--- src/rtl/bmi_pkg.sv ---
// Shared helpers for the intersection node: stage spacing and latency.
package bmi_pkg;

    // Compare distance of merge stage s in a network of size k.
    function automatic int unsigned stage_dist(int unsigned k, int unsigned s);
        return k >> (s + 1);
    endfunction

    // Clocks from an accepted pair to its result: merge stages plus checker.
    function automatic int unsigned node_latency(int unsigned k);
        return $clog2(k) + 1;
    endfunction

endpackage

--- src/rtl/bmi_cx_stage.sv ---
// One registered compare-exchange stage of an ascending bitonic merge.
// Pairs element i with element i+DIST when the DIST bit of i is clear;
// the smaller value goes to the lower index. Assumes K and DIST are
// powers of two with DIST < K.
module bmi_cx_stage #(
    parameter int K    = 8,
    parameter int ID_W = 16,
    parameter int DIST = 4
) (
    input  logic                     clk,
    input  logic                     rst_n,
    input  logic                     in_vld,
    input  logic [K-1:0][ID_W-1:0]   in_seq,
    output logic                     out_vld,
    output logic [K-1:0][ID_W-1:0]   out_seq
);

    logic [K-1:0][ID_W-1:0] exch;

    for (genvar i = 0; i < K; i++) begin : g_slot
        if (((i / DIST) % 2) == 0) begin : g_pair
            localparam int J = i + DIST;
            logic swap;
            // Decide whether this pair is out of ascending order.
            assign swap    = in_seq[i] > in_seq[J];
            assign exch[i] = swap ? in_seq[J] : in_seq[i];
            assign exch[J] = swap ? in_seq[i] : in_seq[J];
        end
    end

    // Register the exchanged sequence and its valid flag.
    always_ff @(posedge clk) begin
        if (!rst_n) begin
            out_vld <= 1'b0;
            out_seq <= '1;
        end else begin
            out_vld <= in_vld;
            out_seq <= exch;
        end
    end

endmodule

--- src/rtl/bmi_merge_net.sv ---
// Bitonic merge network: concatenates set A (ascending) with set B
// reversed (descending) and sorts the K values ascending through
// log2(K) registered stages. Assumes each set is ascending on entry.
module bmi_merge_net #(
    parameter int K    = 8,
    parameter int ID_W = 16
) (
    input  logic                        clk,
    input  logic                        rst_n,
    input  logic                        in_vld,
    input  logic [K/2-1:0][ID_W-1:0]    set_a,
    input  logic [K/2-1:0][ID_W-1:0]    set_b,
    output logic                        out_vld,
    output logic [K-1:0][ID_W-1:0]      out_seq
);

    localparam int HALF   = K / 2;
    localparam int STAGES = $clog2(K);

    logic [K-1:0][ID_W-1:0] seq_c [STAGES+1];
    logic                   vld_c [STAGES+1];
    logic [K-1:0][ID_W-1:0] bitonic_in;

    // Form the bitonic input: A as given, B mirrored.
    for (genvar i = 0; i < HALF; i++) begin : g_load
        assign bitonic_in[i]        = set_a[i];
        assign bitonic_in[HALF + i] = set_b[HALF - 1 - i];
    end

    assign seq_c[0] = bitonic_in;
    assign vld_c[0] = in_vld;

    for (genvar s = 0; s < STAGES; s++) begin : g_stage
        bmi_cx_stage #(
            .K    (K),
            .ID_W (ID_W),
            .DIST (int'(bmi_pkg::stage_dist(K, s)))
        ) u_cx (
            .clk     (clk),
            .rst_n   (rst_n),
            .in_vld  (vld_c[s]),
            .in_seq  (seq_c[s]),
            .out_vld (vld_c[s+1]),
            .out_seq (seq_c[s+1])
        );
    end

    assign out_vld = vld_c[STAGES];
    assign out_seq = seq_c[STAGES];

endmodule

--- src/rtl/bmi_nbr_check.sv ---
// Neighbour checker: finds equal adjacent non-sentinel values in the
// merged ascending sequence, packs them into the low slots in order and
// registers the result. Assumes each input set had no repeats, so a
// value appears at most twice and equal pairs never overlap.
module bmi_nbr_check #(
    parameter int K    = 8,
    parameter int ID_W = 16
) (
    input  logic                        clk,
    input  logic                        rst_n,
    input  logic                        in_vld,
    input  logic [K-1:0][ID_W-1:0]      in_seq,
    output logic                        out_vld,
    output logic [K/2-1:0][ID_W-1:0]    out_ids,
    output logic [K/2-1:0]              out_hit
);

    localparam int HALF = K / 2;
    localparam int IW   = $clog2(HALF);
    localparam int CW   = IW + 1;
    localparam logic [CW-1:0]   HALF_C = CW'(HALF);
    localparam logic [ID_W-1:0] SENT   = '1;

    logic [K-2:0]              pair_eq;
    logic [HALF-1:0][ID_W-1:0] ids_nxt;
    logic [HALF-1:0]           hit_nxt;

    for (genvar i = 0; i < K - 1; i++) begin : g_eq
        // Flag a genuine common value; sentinel pairs are discarded.
        assign pair_eq[i] = (in_seq[i] == in_seq[i+1]) && (in_seq[i] != SENT);
    end

    // Pack flagged values into the lowest free output slot, in order.
    always_comb begin
        logic [CW-1:0] cnt;
        cnt     = '0;
        ids_nxt = '1;
        hit_nxt = '0;
        if (in_vld) begin
            for (int i = 0; i < K - 1; i++) begin
                if (pair_eq[i] && (cnt < HALF_C)) begin
                    ids_nxt[cnt[IW-1:0]] = in_seq[i];
                    hit_nxt[cnt[IW-1:0]] = 1'b1;
                    cnt = cnt + CW'(1);
                end
            end
        end
    end

    // Register the packed result.
    always_ff @(posedge clk) begin
        if (!rst_n) begin
            out_vld <= 1'b0;
            out_ids <= '1;
            out_hit <= '0;
        end else begin
            out_vld <= in_vld;
            out_ids <= ids_nxt;
            out_hit <= hit_nxt;
        end
    end

endmodule

--- src/rtl/bmi_node.sv ---
// Intersection node: merge network followed by neighbour checker.
// Accepts one pair of ascending, sentinel-padded sets per clock and
// returns their common IDs log2(K)+1 clocks later, in the same format.
// Assumes K is a power of two, K >= 4, and real IDs are below all-ones.
module bmi_node #(
    parameter int K    = 8,
    parameter int ID_W = 16
) (
    input  logic                  clk,
    input  logic                  rst_n,
    input  logic                  in_valid,
    input  logic [K/2*ID_W-1:0]   set_a,
    input  logic [K/2*ID_W-1:0]   set_b,
    output logic                  out_valid,
    output logic [K/2*ID_W-1:0]   out_ids,
    output logic [K/2-1:0]        out_hit
);

    localparam int HALF = K / 2;

    logic [HALF-1:0][ID_W-1:0] a_slots;
    logic [HALF-1:0][ID_W-1:0] b_slots;
    logic [HALF-1:0][ID_W-1:0] r_slots;
    logic [K-1:0][ID_W-1:0]    merged;
    logic                      merged_vld;

    assign a_slots = set_a;
    assign b_slots = set_b;

    bmi_merge_net #(
        .K    (K),
        .ID_W (ID_W)
    ) u_merge (
        .clk     (clk),
        .rst_n   (rst_n),
        .in_vld  (in_valid),
        .set_a   (a_slots),
        .set_b   (b_slots),
        .out_vld (merged_vld),
        .out_seq (merged)
    );

    bmi_nbr_check #(
        .K    (K),
        .ID_W (ID_W)
    ) u_nbr (
        .clk     (clk),
        .rst_n   (rst_n),
        .in_vld  (merged_vld),
        .in_seq  (merged),
        .out_vld (out_valid),
        .out_ids (r_slots),
        .out_hit (out_hit)
    );

    assign out_ids = r_slots;

endmodule

--- config.mk ---
export PLATFORM = sky130hd
export DESIGN_NAME = bmi_node
export DESIGN_NICKNAME = d
export VERILOG_FILES = /design/src/rtl/bmi_pkg.sv /design/src/rtl/bmi_cx_stage.sv /design/src/rtl/bmi_merge_net.sv /design/src/rtl/bmi_nbr_check.sv /design/src/rtl/bmi_node.sv
export SDC_FILE = /design/constraint.sdc
export NUM_CORES = 1
export LEC_CHECK = 0
export BUFFER_PORTS_ARGS = -buffer_cell sky130_fd_sc_hd__buf_2
export CORE_ASPECT_RATIO = 0.75
export CORE_MARGIN = 4
export CORE_UTILIZATION = 55
export CTS_CLUSTER_DIAMETER = 100
export DETAILED_ROUTE_END_ITERATION = 10
export PLACE_DENSITY_LB_ADDON = 0.08
export SYNTH_ARGS = -nofsm -noshare
export SYNTH_HDL_FRONTEND = slang
export SYNTH_HIERARCHICAL = 1
export SYNTH_SLANG_ARGS = --single-unit
--- constraint.sdc ---
create_clock -name clk -period 6.4 [get_ports clk]
set_clock_uncertainty 0.1 [all_clocks]
set_input_delay 0.64 -clock clk [delete_from_list [all_inputs] [get_ports clk]]
set_output_delay 0.64 -clock clk [all_outputs]
set_load 0.01 [all_outputs]
# Word-level counts from Yosys, hierarchy flattened
# Index checks and enable logic that the tools add are counted.
[totals]
regBits = 456
input_bits = 131
wordCells = 200
output_inout_bits = 69
[op_classes]
eq_ne = 14
muxes = 92
n_lt_le_gt_ge = 30
bitwise_logic = 6
n_addsub = 5
reduce_logical = 20
[ops]
columns = ["operator", "count"]
rows = [
  ["64-bit two-way mux", 11],
  ["16-bit two-way mux", 32],
  ["64-bit bitwise mux", 6],
  ["16-bit demux with 2-bit select", 6],
  ["16-bit greater-than comparator", 12],
  ["16-bit == test", 7],
  ["16-bit inequality test, second input constant", 7],
  ["4-bit two-way mux", 11],
  ["3-bit two-way mux", 11],
  ["4-bit bitwise OR", 5],
  ["1-bit logical AND", 19],
  ["2-bit by 3-bit less-than comparator with 1-bit output, second input constant", 6],
  ["3-bit less-than comparator, second input constant", 6],
  ["3-bit by 1-bit adder with 3-bit output, second input constant", 5],
  ["1-bit demux with 2-bit select", 6],
  ["2-bit by 1-bit >= comparator with 1-bit output, second input constant", 6],
  ["1-bit two-way mux", 9],
  ["1-bit by 4-bit bitwise OR with 4-bit output", 1],
  ["2-bit AND reduction", 1],
]

# Depth between registers and ports, before layout
# Gate-level depths: netlist (run 1).
[logic_depth]
depth_word = 30
depth_mapped = 27
mapped_depth_nobuf = 24

# Hierarchy
# Netlist (run 1), hierarchy kept.
[modules_own_cells]
columns = ["mod", "area_per_inst_um2", "cells_each", "instances", "seq_area_each_um2"]
rows = [
  ["bmi_cx_stage at u_merge.g_stage[0].u_cx ...", 6482.5, 639, 2, 2582.5],
  ["bmi_nbr_check", 7160.6, 1001, 1, 1381.3],
  ["bmi_cx_stage at u_merge.g_stage[2].u_cx", 6481.2, 639, 1, 2582.5],
]

# Worst setup path after synthesis (run 1)
# OpenSTA, ideal clock, no wires.
[synth_path]
kind = "flip-flop to flip-flop"
startpoint = "register u_merge/g_stage[2].u_cx/out_seq[55] in the netlist's numbering"
endpoint = "register u_nbr/out_ids[51] in the netlist's numbering"
path_buffers = 3
stages_incl_launch_ff = 22
setup_time_ns = 0.074
synth_period_minus_slack_ns = 4.889
slack_ns = 1.511
arrival_time_ns = 4.714
required_time_ns = 6.226
cell_sequence = "dfxtp_1 > clkbuf_1 > xnor2_1 > nand4_1 > nor3_4 > nand2_1 > inv_1 > fa_1 > ha_1 > nor3_1 > a211oi_1 > nor2_1 > ha_1 > nand3_1 > o31ai_4 > ha_1 > and2_1 > clkbuf_1 > nor2_1 > clkbuf_1 > o221ai_1 > a31oi_1"
[synth_via]
elab_chain_len = 23
elab_cells_between_ends = 58
classes_between = "3 x add/sub; 12 x order compare; 3 x eq/ne; 29 x mux; 11 x reduce/logical"
[synth_rtl]
columns = ["item", "line", "rtl"]
rows = [
  ["start, declared", "bmi_cx_stage.sv:15", "output logic [K-1:0][ID_W-1:0] out_seq"],
  ["start signal, assigned", "bmi_cx_stage.sv:38", "out_seq <= exch;"],
  ["16-bit == test", "bmi_nbr_check.sv:30", "assign pair_eq[i] = (in_seq[i] == in_seq[i+1]) && (in_seq[i] != SENT);"],
  ["1-bit logical AND", "bmi_nbr_check.sv:30", ""],
  ["1-bit logical AND", "bmi_nbr_check.sv:41", "if (pair_eq[i] && (cnt < HALF_C)) begin"],
  ["3-bit two-way mux", "bmi_nbr_check.sv:41", ""],
  ["3-bit two-way mux", "bmi_nbr_check.sv:39", "if (in_vld) begin"],
  ["3-bit less-than comparator", "bmi_nbr_check.sv:41", ""],
  ["1-bit logical AND", "bmi_nbr_check.sv:41", ""],
  ["3-bit two-way mux", "bmi_nbr_check.sv:41", ""],
  ["[... 7 more ...]", "--", ""],
  ["3-bit two-way mux", "bmi_nbr_check.sv:41", ""],
  ["3-bit two-way mux", "bmi_nbr_check.sv:39", ""],
  ["2-bit by 3-bit less-than comparator with 1-bit output (implied by the code) or 2-bit by 1-bit >= comparator with 1-bit output (tied branches)", "bmi_nbr_check.sv:42", "ids_nxt[cnt[IW-1:0]] = in_seq[i];"],
  ["1-bit logical AND (implied by the code)", "bmi_nbr_check.sv:42", ""],
  ["16-bit two-way mux (implied by the code)", "bmi_nbr_check.sv:42", ""],
  ["16-bit demux with 2-bit select", "--", ""],
  ["64-bit bitwise mux", "bmi_nbr_check.sv:42", ""],
  ["64-bit two-way mux (*)", "bmi_nbr_check.sv:41", ""],
  ["end signal, assigned", "bmi_nbr_check.sv:58", "out_ids <= ids_nxt;"],
  ["end, declared", "bmi_nbr_check.sv:14", "output logic [K/2-1:0][ID_W-1:0] out_ids,"],
]
# Every way passes the cells marked *; elsewhere a longest branch is shown, timed or not. The select of a mux whose other input is x is not followed.
# A chain may end at the register's enable or synchronous reset.

# Worst setup path after layout (run 1)
[layout_path]
startpoint = "register u_merge/g_stage[2].u_cx/out_seq[32] in the netlist's numbering"
endpoint = "register u_nbr/out_ids[13] in the netlist's numbering"
[layout_via]
elab_chain_len = 27
elab_cells_between_ends = 71
classes_between = "4 x add/sub; 15 x order compare; 3 x eq/ne; 36 x mux; 13 x reduce/logical"
[layout_rtl]
columns = ["item", "line"]
rows = [
  ["16-bit == test", "bmi_nbr_check.sv:30"],
  ["1-bit logical AND", "bmi_nbr_check.sv:30"],
  ["1-bit logical AND", "bmi_nbr_check.sv:41"],
  ["3-bit two-way mux", "bmi_nbr_check.sv:41"],
  ["3-bit two-way mux", "bmi_nbr_check.sv:39"],
  ["3-bit less-than comparator", "bmi_nbr_check.sv:41"],
  ["1-bit logical AND", "bmi_nbr_check.sv:41"],
  ["3-bit two-way mux", "bmi_nbr_check.sv:41"],
  ["[... 11 more ...]", "--"],
  ["3-bit two-way mux", "bmi_nbr_check.sv:41"],
  ["3-bit two-way mux", "bmi_nbr_check.sv:39"],
  ["2-bit by 3-bit less-than comparator with 1-bit output (implied by the code) or 2-bit by 1-bit >= comparator with 1-bit output (tied branches)", "bmi_nbr_check.sv:42"],
  ["1-bit logical AND (implied by the code)", "bmi_nbr_check.sv:42"],
  ["16-bit two-way mux (implied by the code)", "bmi_nbr_check.sv:42"],
  ["16-bit demux with 2-bit select", "--"],
  ["64-bit bitwise mux", "bmi_nbr_check.sv:42"],
  ["64-bit two-way mux (*)", "bmi_nbr_check.sv:41"],
]
# Marked as above.

==> results of run 1 <==
-- per-stage QoR --
step	cell area (µm²)	setup WS, ns	util	std cells
after detailed placement	27830	0.9331	0.5850	3584
after floorplan	26610	1.511	-	2918
after global routing	29340	0.5079	0.6168	3666
after global placement	27830	0.9569	0.5850	3584
after CTS	29340	0.8962	0.6168	3666
final	29340	0.7166	0.6169	3667
-- cells by family (layout without fill, tap and decap cells) --
group	after synthesis	count (layout)	share of synthesized area
simple gates	853	853	0.1807
flops	456	456	0.3431
buf+inv	451	560	0.07336
mux	417	417	0.1570
compound gates	416	416	0.1082
fa+ha+maj	210	210	0.09904
xor+xnor	115	115	0.03866
other cells	0	1	0
-- final timing paths --
check / slack (ns) / startpoint / endpoint
hold reg to reg: 0.34 / u_merge/g_stage[0].u_cx/out_vld / u_merge/g_stage[1].u_cx/out_vld
setup reg to reg: 0.72 / u_merge/g_stage[2].u_cx/out_seq[32] / u_nbr/out_ids[13]
setup / recovery: 0.72 / u_merge/g_stage[2].u_cx/out_seq[32] / u_nbr/out_ids[13]
hold / removal: 0.16 / in_valid / u_merge/g_stage[0].u_cx/out_vld
-- flip-flops by register name, summed over array words and instances (netlist names) --
| signal | flops |
|---|---|
| u_nbr/out_ids | 64 |
| u_nbr/out_hit | 4 |
| u_nbr/out_vld | 1 |
| u_merge/g_stage.u_cx/out_vld | 3 |
| u_merge/g_stage.u_cx/out_seq | 384 |
-- per-layer routing --
metal / vias up / global-route usage
met5: - / 0
met4: 4 / 0.07254
met3: 126 / 0.09393
met2: 949 / 0.4971
met1: 10490 / 0.4912
li1: 10220 / -
-- report_power, final --
group	switching [mW]	leakage (nW)	internal [mW]
logic	3.23	8.77	2.11
clock network	1.19	0.751	1.55
registers	0.558	3.76	3.19
-- final cells by class --
class                      instances  area (µm²)
multi-input combinational       2011       15620
fill                            4089       18230
sequential                       456        9129
tap                              639       799.5
inverter                         224       840.8
clock buffer                      63        1295
timing repair buffer             254        1440
clock inverter                    19       217.7
antenna                            1       2.502
-- synthesized netlist by cell type, types with 5 or more instances --
master,count
a2111o_1,9
buf_4,29
buf_6,15
xnor2_1,65
o21ai_1,7
mux2i_1,416
inv_1,222
a2bb2oi_1,12
nor2b_1,393
a211oi_1,36
xor2_1,48
nor4_1,24
buf_2,30
nand3_1,21
a31oi_2,6
a21oi_1,121
nor3_1,22
nand4_1,101
o22ai_1,31
a221oi_1,34
nor2_1,132
o21a_1,29
o21ai_0,59
and3_1,5
o31a_1,5
clkbuf_1,149
o221ai_1,15
ha_1,209
and2_1,9
o211ai_1,9
a31oi_1,12
nand2b_1,5
dfxtp_1,456
o311a_1,13
nand2_1,114
-- critical path: cells and delay by family (launching register included) --
family,cells,cell delay [ns]
XOR/XNOR,1,0.15
buffers and inverters,5,0.64
adder cells (fa/ha/maj),4,1.34
multiplexers,1,0.17
AO/OA/AOI/OAI,4,1.06
AND/OR/NAND/NOR,8,1.65
flip-flops,1,0.51
==> summary.txt, run 1 <==
Status -> complete, no violations
Final nets -> 3334
Worst-Skew Late Latency -> 0.60 ns
Starting density of the core -> 0.5593
P&R area growth vs syn -> 10.29%
Vias in the first global route -> 21.25k
GRT Total Usage -> 0.3362
Global-route wire length before repair -> 131.7 mm
Post-CTS Resized -> 0
Mapped Avg Cell Area -> 9.118 µm²
CP arrival -> 6.11 ns
Core area -> 47570 µm²
CTS buffer count -> 46
Worst hold stages -> 2
DIE AREA -> 52000 µm²
Die Ht -> 198.5 µm
Met2 WL -> 36.93 mm
Final worst-path cycle share -> 0.8880
Cell taking the most area after synthesis -> dfxtp_1
Crit-path cells -> xor2_1, nor4_2, and2_1, nand2_1, inv_1, fa_1, ha_1, inv_1, nor3_1, o2bb2ai_1, nor2_1, ha_1, nand3_1, o31ai_4, inv_1, ha_1, and4_1, buf_4, a21o_1, buf_12, o21ai_0, mux2i_1, nand2_1
MaxCap Viol Count -> 0
Sink Count -> 456
Slew Viols, Final -> 0
Asr flop ratio synth -> 0
Sequential area share after synthesis -> 0.3431
Setup violations, final -> 0
Highest-count cells in the layout ignoring fill and taps -> dfxtp_1, mux2i_1, nor2b_1
Pleak -> 13.27 nW
Worst-path clk slew -> 0.06 ns
Total Power -> 11.82 mW
Commonest register cell after synthesis -> dfxtp_1
Wl on met1 -> 41.85 mm
Worst Setup Start Kind -> flip-flop
Mapped cell area -> 26610 µm²
TritonCTS clock tree -> yes
DRC -> 0
Post-Syn Instances -> 2918
Commonest non-fill, non-tap cell in the layout -> dfxtp_1
Gr ovfl total -> 0
RD Place Congestion -> 1.005
Detailed Route Iter0 Violations -> 2193
Initial antenna violation count -> 8
I/O Pins -> 200
Share of post-route cells with drive strength above 1 -> 0.1193
Largest net degree at the start of global routing -> 152
Highest clock rate -> 0.1760 GHz
RSZ-0062 raised after global routing -> no
Power Density -> 402.9 nW/µm²
FF+latch count, synth -> 456
Top-area cell type share of the netlist area -> 0.3431
Netlist cell types -> 67
Rows -> 69
Setup Buffers After CTS -> 0
WL met3 -> 8.821 mm
Hold_buf cts -> 0
Vias per inst -> 5.940
Hold Path Class -> in -> reg
Max rail drop VDD -> 370.0 µV
Ys Warns -> 6
Synth area leaders -> dfxtp_1, mux2i_1, ha_1
CP max stage delay -> 0.51 ns
Crit-path max FO -> 17
Synthesized Nets -> 3259
Final hold slack -> 0.1600 ns
Drt first pass iters -> 8
Max clock buf depth -> 3
IO Port Bufs -> 199
Antenna Violating Nets Remaining -> 0
Drt total wl -> 89.43 mm
Uppermost layer routed -> met5
Vias -> 21.78k
Reg2Reg Depth -> 23
Slew headroom -> 0.2985
Final Hold Vio Count -> 0
Final min period -> 5.683 ns
WL per Instance -> 24.39 µm
WS Path Type -> reg -> reg
Setup tns final -> 0 ns
Critical path's slowest cell -> dfxtp_1
Slew at the pin closest to its max-slew limit -> 1.043 ns
CP required -> 6.83 ns
Die X -> 262.0 µm
Post-DP HPWL -> 69.85 mm
Setup crit end kind -> flip-flop
H-tree Lvls -> 2
Post-synth EDFFs -> 0
Clock Tree Root -> clkbuf_16
No activity file was read; power rests on OpenSTA's default activity.
==> run 2: changes to the inputs <==
--- a/config.mk
+++ b/config.mk
@@ -9,6 +9,7 @@
 export CORE_ASPECT_RATIO = 0.75
 export CORE_MARGIN = 4
 export CORE_UTILIZATION = 55
+export CTS_BUF_LIST = sky130_fd_sc_hd__clkbuf_8 sky130_fd_sc_hd__clkbuf_16
 export CTS_CLUSTER_DIAMETER = 100
 export DETAILED_ROUTE_END_ITERATION = 10
 export PLACE_DENSITY_LB_ADDON = 0.08
==> summary.txt, run 2 (synthesized netlist as in run 1, its figures left out) <==
Status -> complete, no violations
Largest register FFs -> 384 (unchanged)
Drt first pass iters -> 5 (-3)
Post-CTS Resized -> 0 (unchanged)
WL per Instance -> 24.40 µm (about the same)
Hold_buf cts -> 0 (unchanged)
Final nets -> 3334 (unchanged)
CTS buffer count -> 46 (unchanged)
Dpl cell area -> 27830 µm² (unchanged)
Hold Path Class -> in -> reg
Die X -> 262.0 µm (unchanged)
Biggest register -> u_merge/g_stage.u_cx/out_seq
Core area -> 47570 µm² (unchanged)
Highest-count cells in the layout ignoring fill and taps -> dfxtp_1, mux2i_1, nor2b_1
DRC -> 0 (unchanged)
Final worst-path cycle share -> 0.8945 (+0.006433)
Global-route wire length before repair -> 131.7 mm (unchanged)
Setup crit end kind -> flip-flop
Final hold slack -> 0.1599 ns (-0.0001490 ns)
Post-DP HPWL -> 69.85 mm (unchanged)
Sink Count -> 456 (unchanged)
H-tree Lvls -> 2 (unchanged)
Detailed Route Iter0 Violations -> 2172 (-0.96%)
Crit-path max FO -> 17 (unchanged)
Largest net degree at the start of global routing -> 152 (unchanged)
Max clock buf depth -> 3 (unchanged)
Worst-Skew Late Latency -> 0.60 ns (about the same)
Slew headroom -> 0.2879 (-0.01060)
Share of post-route cells with drive strength above 1 -> 0.1193 (unchanged)
CP required -> 6.83 ns (about the same)
Worst Setup Start Kind -> flip-flop
Power Density -> 402.9 nW/µm² (about the same)
Top flop regs -> u_merge/g_stage.u_cx/out_seq: 384 flops, u_nbr/out_ids: 64 flops, u_nbr/out_hit: 4 flops
GRT Total Usage -> 0.3362 (unchanged)
Placed insts -> 3584 (unchanged)
Worst-path clk slew -> 0.06 ns (about the same)
WS Path Type -> reg -> reg
Drt total wl -> 89.48 mm (about the same)
Max rail drop VDD -> 372.3 µV (+0.63%)
Die Ht -> 198.5 µm (unchanged)
Antenna Violating Nets Remaining -> 0 (unchanged)
Rows -> 69 (unchanged)
MaxCap Viol Count -> 0 (unchanged)
DIE AREA -> 52000 µm² (unchanged)
Gr ovfl total -> 0 (unchanged)
Setup violations, final -> 0 (unchanged)
Final min period -> 5.725 ns (+0.04117 ns)
Commonest non-fill, non-tap cell in the layout -> dfxtp_1
Vias per inst -> 5.941 (about the same)
Starting density of the core -> 0.5593 (unchanged)
Pleak -> 13.31 nW (+0.28%)
Initial antenna violation count -> 8 (unchanged)
CP arrival -> 6.15 ns (+0.04 ns)
P&R area growth vs syn -> 10.29% (unchanged)
Slew at the pin closest to its max-slew limit -> 1.058 ns (+0.01576 ns)
Final Hold Vio Count -> 0 (unchanged)
Fin cells -> 3667 (unchanged)
IO Port Bufs -> 199 (unchanged)
I/O Pins -> 200 (unchanged)
Setup tns final -> 0 ns (unchanged)
Setup Buffers After CTS -> 0 (unchanged)
Clock Tree Root -> clkbuf_16
RSZ-0062 raised after global routing -> no
TritonCTS clock tree -> yes
Slew Viols, Final -> 0 (unchanged)
Design Area, Final -> 29340 µm² (unchanged)
Vias -> 21.78k (+0.0092%)
RD Place Congestion -> 1.005 (unchanged)
Vias in the first global route -> 21.25k (unchanged)
Highest clock rate -> 0.1747 GHz (-0.72%)
-- run 2: cell types whose count changed in the layout (fill, tap and decap cells not counted), sizes merged --
cell    delta
inv        +9
clkbuf     -9
-- run 2: worst max-delay path, cell delays in order (launching register included) --
cell,delay (ns)
dfxtp_1,0.50
xor2_1,0.15
nor4_2,0.33
and2_1,0.41
nand2_1,0.22
inv_1,0.16
fa_1,0.51
ha_1,0.34
inv_1,0.04
nor3_1,0.17
o2bb2ai_1,0.22
nor2_1,0.14
ha_1,0.30
nand3_1,0.11
o31ai_4,0.16
inv_1,0.11
ha_1,0.20
and4_1,0.16
buf_4,0.16
a21o_1,0.19
buf_12,0.16
o21ai_0,0.53
mux2i_1,0.17
nand2_1,0.10
-- run 2: final cells by class --
cell class | instances | area (µm²)
Tap cell | 639 | 799.5
Timing Repair Buffer | 254 | 1440
Fill cell | 4089 | 18230
Multi-Input combinational cell | 2011 | 15620
Sequential cell | 456 | 9129
Antenna cell | 1 | 2.502
Inverter | 224 | 840.8
Clock buffer | 54 | 1261
Clock inverter | 28 | 251.5
-- run 2: worst paths after layout --
path / cells after the start / start / slack (ns) / end
worst max-delay path: 23 / u_merge/g_stage[2].u_cx/out_seq[32] / 0.68 / u_nbr/out_ids[13]
worst min-delay path: 2 / in_valid / 0.16 / u_merge/g_stage[0].u_cx/out_vld
worst max register to register: 23 / u_merge/g_stage[2].u_cx/out_seq[32] / 0.68 / u_nbr/out_ids[13]
worst min register to register: 1 / u_merge/g_stage[0].u_cx/out_vld / 0.34 / u_merge/g_stage[1].u_cx/out_vld
-- run 2: report_power, final --
part	internal [mW]	total [mW]	switching (mW)	leakage, nW
combinational	2.11	5.35	3.24	8.77
sequential	3.19	3.74	0.558	3.76
clock	1.54	2.73	1.19	0.788
-- run 2: metal layers --
metal	track usage	wire [µm]	part of all wire
met1	0.4912	41950	0.47
met2	0.4971	37000	0.41
met3	0.09393	8850	0.099
met4	0.07254	1640	0.018
met5	0	30	0.00034
-- run 2: stage by stage --
step             util  worst slack, ns  total power [mW]
3_5_place_dp   0.5850           0.9331             8.936
4_1_cts        0.6168           0.8962             11.67
3_3_place_gp   0.5850           0.9569             8.853
2_1_floorplan       -            1.511             7.354
5_1_grt        0.6168           0.5079             12.34
6_report       0.6169           0.6754             11.82
==> run 3: changes to the inputs <==
--- a/config.mk
+++ b/config.mk
@@ -5,6 +5,7 @@
 export SDC_FILE = /design/constraint.sdc
 export NUM_CORES = 1
 export LEC_CHECK = 0
+export ABC_AREA = 1
 export BUFFER_PORTS_ARGS = -buffer_cell sky130_fd_sc_hd__buf_2
 export CORE_ASPECT_RATIO = 0.75
 export CORE_MARGIN = 4
==> summary.txt, run 3 <==
Vias in the first global route -> 25.42k (+20%)
CP arrival -> 5.92 ns (-0.23 ns)
Pleak -> 16.51 nW (+24%)
Placed insts -> 4867 (+36%)
Fillcell total -> 4864 (+19%)
CP required -> 6.73 ns (-0.10 ns)
Crit path from -> u_merge/g_stage[2].u_cx/out_seq[40]
Clock Tree Root -> clkbuf_16
Commonest non-fill, non-tap cell in the layout -> nand2_1
TritonCTS clock tree -> yes
Reg2reg setup slack -> 0.81 ns (+0.14 ns)
Core area -> 50720 µm² (+6.6%)
Setup Buffers After CTS -> 0 (unchanged)
Top flop regs -> u_merge/g_stage.u_cx/out_seq: 384 flops, u_nbr/out_ids: 64 flops, u_nbr/out_hit: 4 flops
Largest net degree at the start of global routing -> 188 (+24%)
Worst-Skew Late Latency -> 0.60 ns (about the same)
Setup crit end kind -> flip-flop
Status -> complete, no violations
Final worst-path cycle share -> 0.8728 (-0.02171)
Crit-path max FO -> 17 (unchanged)
Netlist cell types -> 43 (-36%)
Highest-count cells in the layout ignoring fill and taps -> nand2_1, nand3_1, dfxtp_1
Post-Syn Instances -> 4229 (+45%)
Slew at the pin closest to its max-slew limit -> 1.138 ns (+0.07948 ns)
Setup tns final -> 0 ns (unchanged)
Slew Viols, Final -> 0 (unchanged)
IO Port Bufs -> 199 (unchanged)
Setup ws final -> 0.8143 ns (+0.1389 ns)
Sink Count -> 456 (unchanged)
DRC -> 0 (unchanged)
R2r endpoint -> u_nbr/out_ids[11]
P&R area growth vs syn -> 7.591%
Synth area leaders -> dfxtp_1, nand3_1, nand2_1
Vias per inst -> 5.697 (-4.1%)
Final min period -> 5.586 ns (-0.1389 ns)
I/O Pins -> 200 (unchanged)
Worst Setup Start Kind -> flip-flop
RD Place Congestion -> 1.012 (+0.70%)
Ys Warns -> 6 (unchanged)
GRT Total Usage -> 0.3368 (+0.0005186)
Drt first pass iters -> 10 (+5)
CP endpoint -> u_nbr/out_ids[11]
Dpl cell area -> 29040 µm² (+4.3%)
Sequential area share after synthesis -> 0.3203 (-0.02276)
Top-area cell type share of the netlist area -> 0.3203 (-0.02276)
Post-synth EDFFs -> 0 (unchanged)
Cell taking the most area after synthesis -> dfxtp_1
Max rail drop VDD -> 251.9 µV (-32%)
MaxCap Viol Count -> 0 (unchanged)
Detailed Route Iter0 Violations -> 4071 (+87%)
Die X -> 270.8 µm (+3.4%)
Hold_buf cts -> 0 (unchanged)
Drt total wl -> 95.55 mm (+6.8%)
Reg2Reg Depth -> 26 (+13%)
DIE AREA -> 55560 µm² (+6.8%)
Rows -> 71 (+2.9%)
Fin cells -> 4949 (+35%)
Commonest register cell after synthesis -> dfxtp_1
Synthesized Nets -> 4570 (+40%)
RSZ-0062 raised after global routing -> no
Design Area, Final -> 30660 µm² (+4.5%)
Most frequent cell after synthesis -> nand2_1
Asr flop ratio synth -> 0 (unchanged)
Mapped Avg Cell Area -> 6.739 µm² (-26%)
Post-CTS Resized -> 0 (unchanged)
Top cells by count, synth -> nand2_1, nand3_1, dfxtp_1, inv_1, nor2_1
Antenna Violating Nets Remaining -> 0 (unchanged)
Place WS -> 0.9837 ns (+0.05062 ns)
Biggest register -> u_merge/g_stage.u_cx/out_seq
FF+latch count, synth -> 456 (unchanged)
H-tree Lvls -> 2 (unchanged)
WS Path Type -> reg -> reg
Starting density of the core -> 0.5618 (+0.002476)
Worst-path clk slew -> 0.07 ns (about the same)
Highest clock rate -> 0.1790 GHz (+2.5%)
Largest register FFs -> 384 (unchanged)
Initial antenna violation count -> 6 (-2)
Post-DP HPWL -> 72.05 mm (+3.1%)
Setup violations, final -> 0 (unchanged)
Final nets -> 4563 (+37%)
Global-route wire length before repair -> 147.3 mm (+12%)
Power Density -> 387.5 nW/µm² (-3.8%)
R2R Path Start -> u_merge/g_stage[2].u_cx/out_seq[40]
Mapped cell area -> 28500 µm² (+7.1%)
WL per Instance -> 19.31 µm (-21%)
Share of post-route cells with drive strength above 1 -> 0.1210 (+0.001774)
Die Ht -> 205.1 µm (+3.4%)
Gr ovfl total -> 0 (unchanged)
Max clock buf depth -> 3 (unchanged)
Vias -> 28.19k (+29%)
CTS buffer count -> 46 (unchanged)
Final Hold Vio Count -> 0 (unchanged)
Hold Path Class -> in -> reg
Slew headroom -> 0.2406 (-0.04732)
run 3: changes by cell type after synthesis, sizes merged, moves of 36 or more:
cell / before / now
a211oi: 36 / 0
buf: 78 / 146
inv: 223 / 389
mux2i: 417 / 0
nand2: 115 / 1309
nand3: 22 / 1055
nor2: 132 / 228
nor2b: 393 / 0
xnor2: 66 / 24
run 3: per-layer routing:
metal / GRT usage / up-vias / part of all wire
li1: - / 13710 / -
met1: 0.4915 / 12890 / 0.44
met2: 0.5003 / 1409 / 0.42
met3: 0.07307 / 185 / 0.11
met4: 0.09591 / 2 / 0.029
met5: 0 / - / 0.00012
run 3: worst max-delay path, stage by stage (launching register included):
cell and delay (ns):
dfxtp_1 0.46, inv_1 0.17, nand2_1 0.09, a21oi_1 0.05
nand2_1 0.07, nor2_1 0.07, nand3_1 0.07, buf_4 0.20
clkinv_1 0.38, fa_1 0.73, inv_1 0.13, nor2_1 0.17
inv_1 0.06, ha_1 0.30, nand2_1 0.11, nand3_2 0.19
inv_2 0.16, nand2_1 0.08, nand2_1 0.14, inv_1 0.07
ha_1 0.18, nand2_1 0.44, clkinv_1 0.61, nand2_1 0.19
nand2_1 0.07, nand2_1 0.07, nand3_1 0.07
run 3: worst min-delay path by stage:
stage / cells after the start / end / from
3_3_place_gp: 2 / u_merge/g_stage[1].u_cx/out_vld / u_merge/g_stage[0].u_cx/out_vld
2_1_floorplan: 2 / u_merge/g_stage[1].u_cx/out_vld / u_merge/g_stage[0].u_cx/out_vld
4_1_cts: 3 / u_merge/g_stage[0].u_cx/out_vld / in_valid
5_1_grt: 3 / u_merge/g_stage[0].u_cx/out_vld / in_valid
3_5_place_dp: 2 / u_merge/g_stage[1].u_cx/out_vld / u_merge/g_stage[0].u_cx/out_vld
6_report: 3 / u_merge/g_stage[0].u_cx/out_vld / in_valid
run 3: layout make-up:
class	instances	area [µm²]	area share
multi-input combinational	3105	16400	0.5349
timing repair buffer	217	1154	0.03763
tap	693	867.1	0.02828
clock buffer	56	1300	0.04240
antenna	1	2.502	0.00008162
inverter	396	1486	0.04848
sequential	456	9129	0.2977
clock inverter	25	321.6	0.01049
run 3: cells by family after synthesis:
group | count (synthesis) | share of synthesized area
xor+xnor | 39 | 0.01199
flops | 456 | 0.3203
fa+ha+maj | 210 | 0.09247
compound gates | 162 | 0.03087
simple gates | 2694 | 0.4401
buf+inv | 668 | 0.1042
run 3: power by group:
group,switching (mW),internal (mW)
logic,2.91,1.52
registers,1.15,3.43
clock network,1.17,1.69
total,5.23,6.65
run 3: through the flow:
stage	power, mW	util	hold slack [ns]
2_1_floorplan	7.788	-	0.2905
3_3_place_gp	8.822	0.5724	0.2974
3_5_place_dp	8.880	0.5724	0.3010
4_1_cts	11.76	0.6044	0.1294
5_1_grt	12.70	0.6044	0.1535
6_report	11.88	0.6045	0.1523
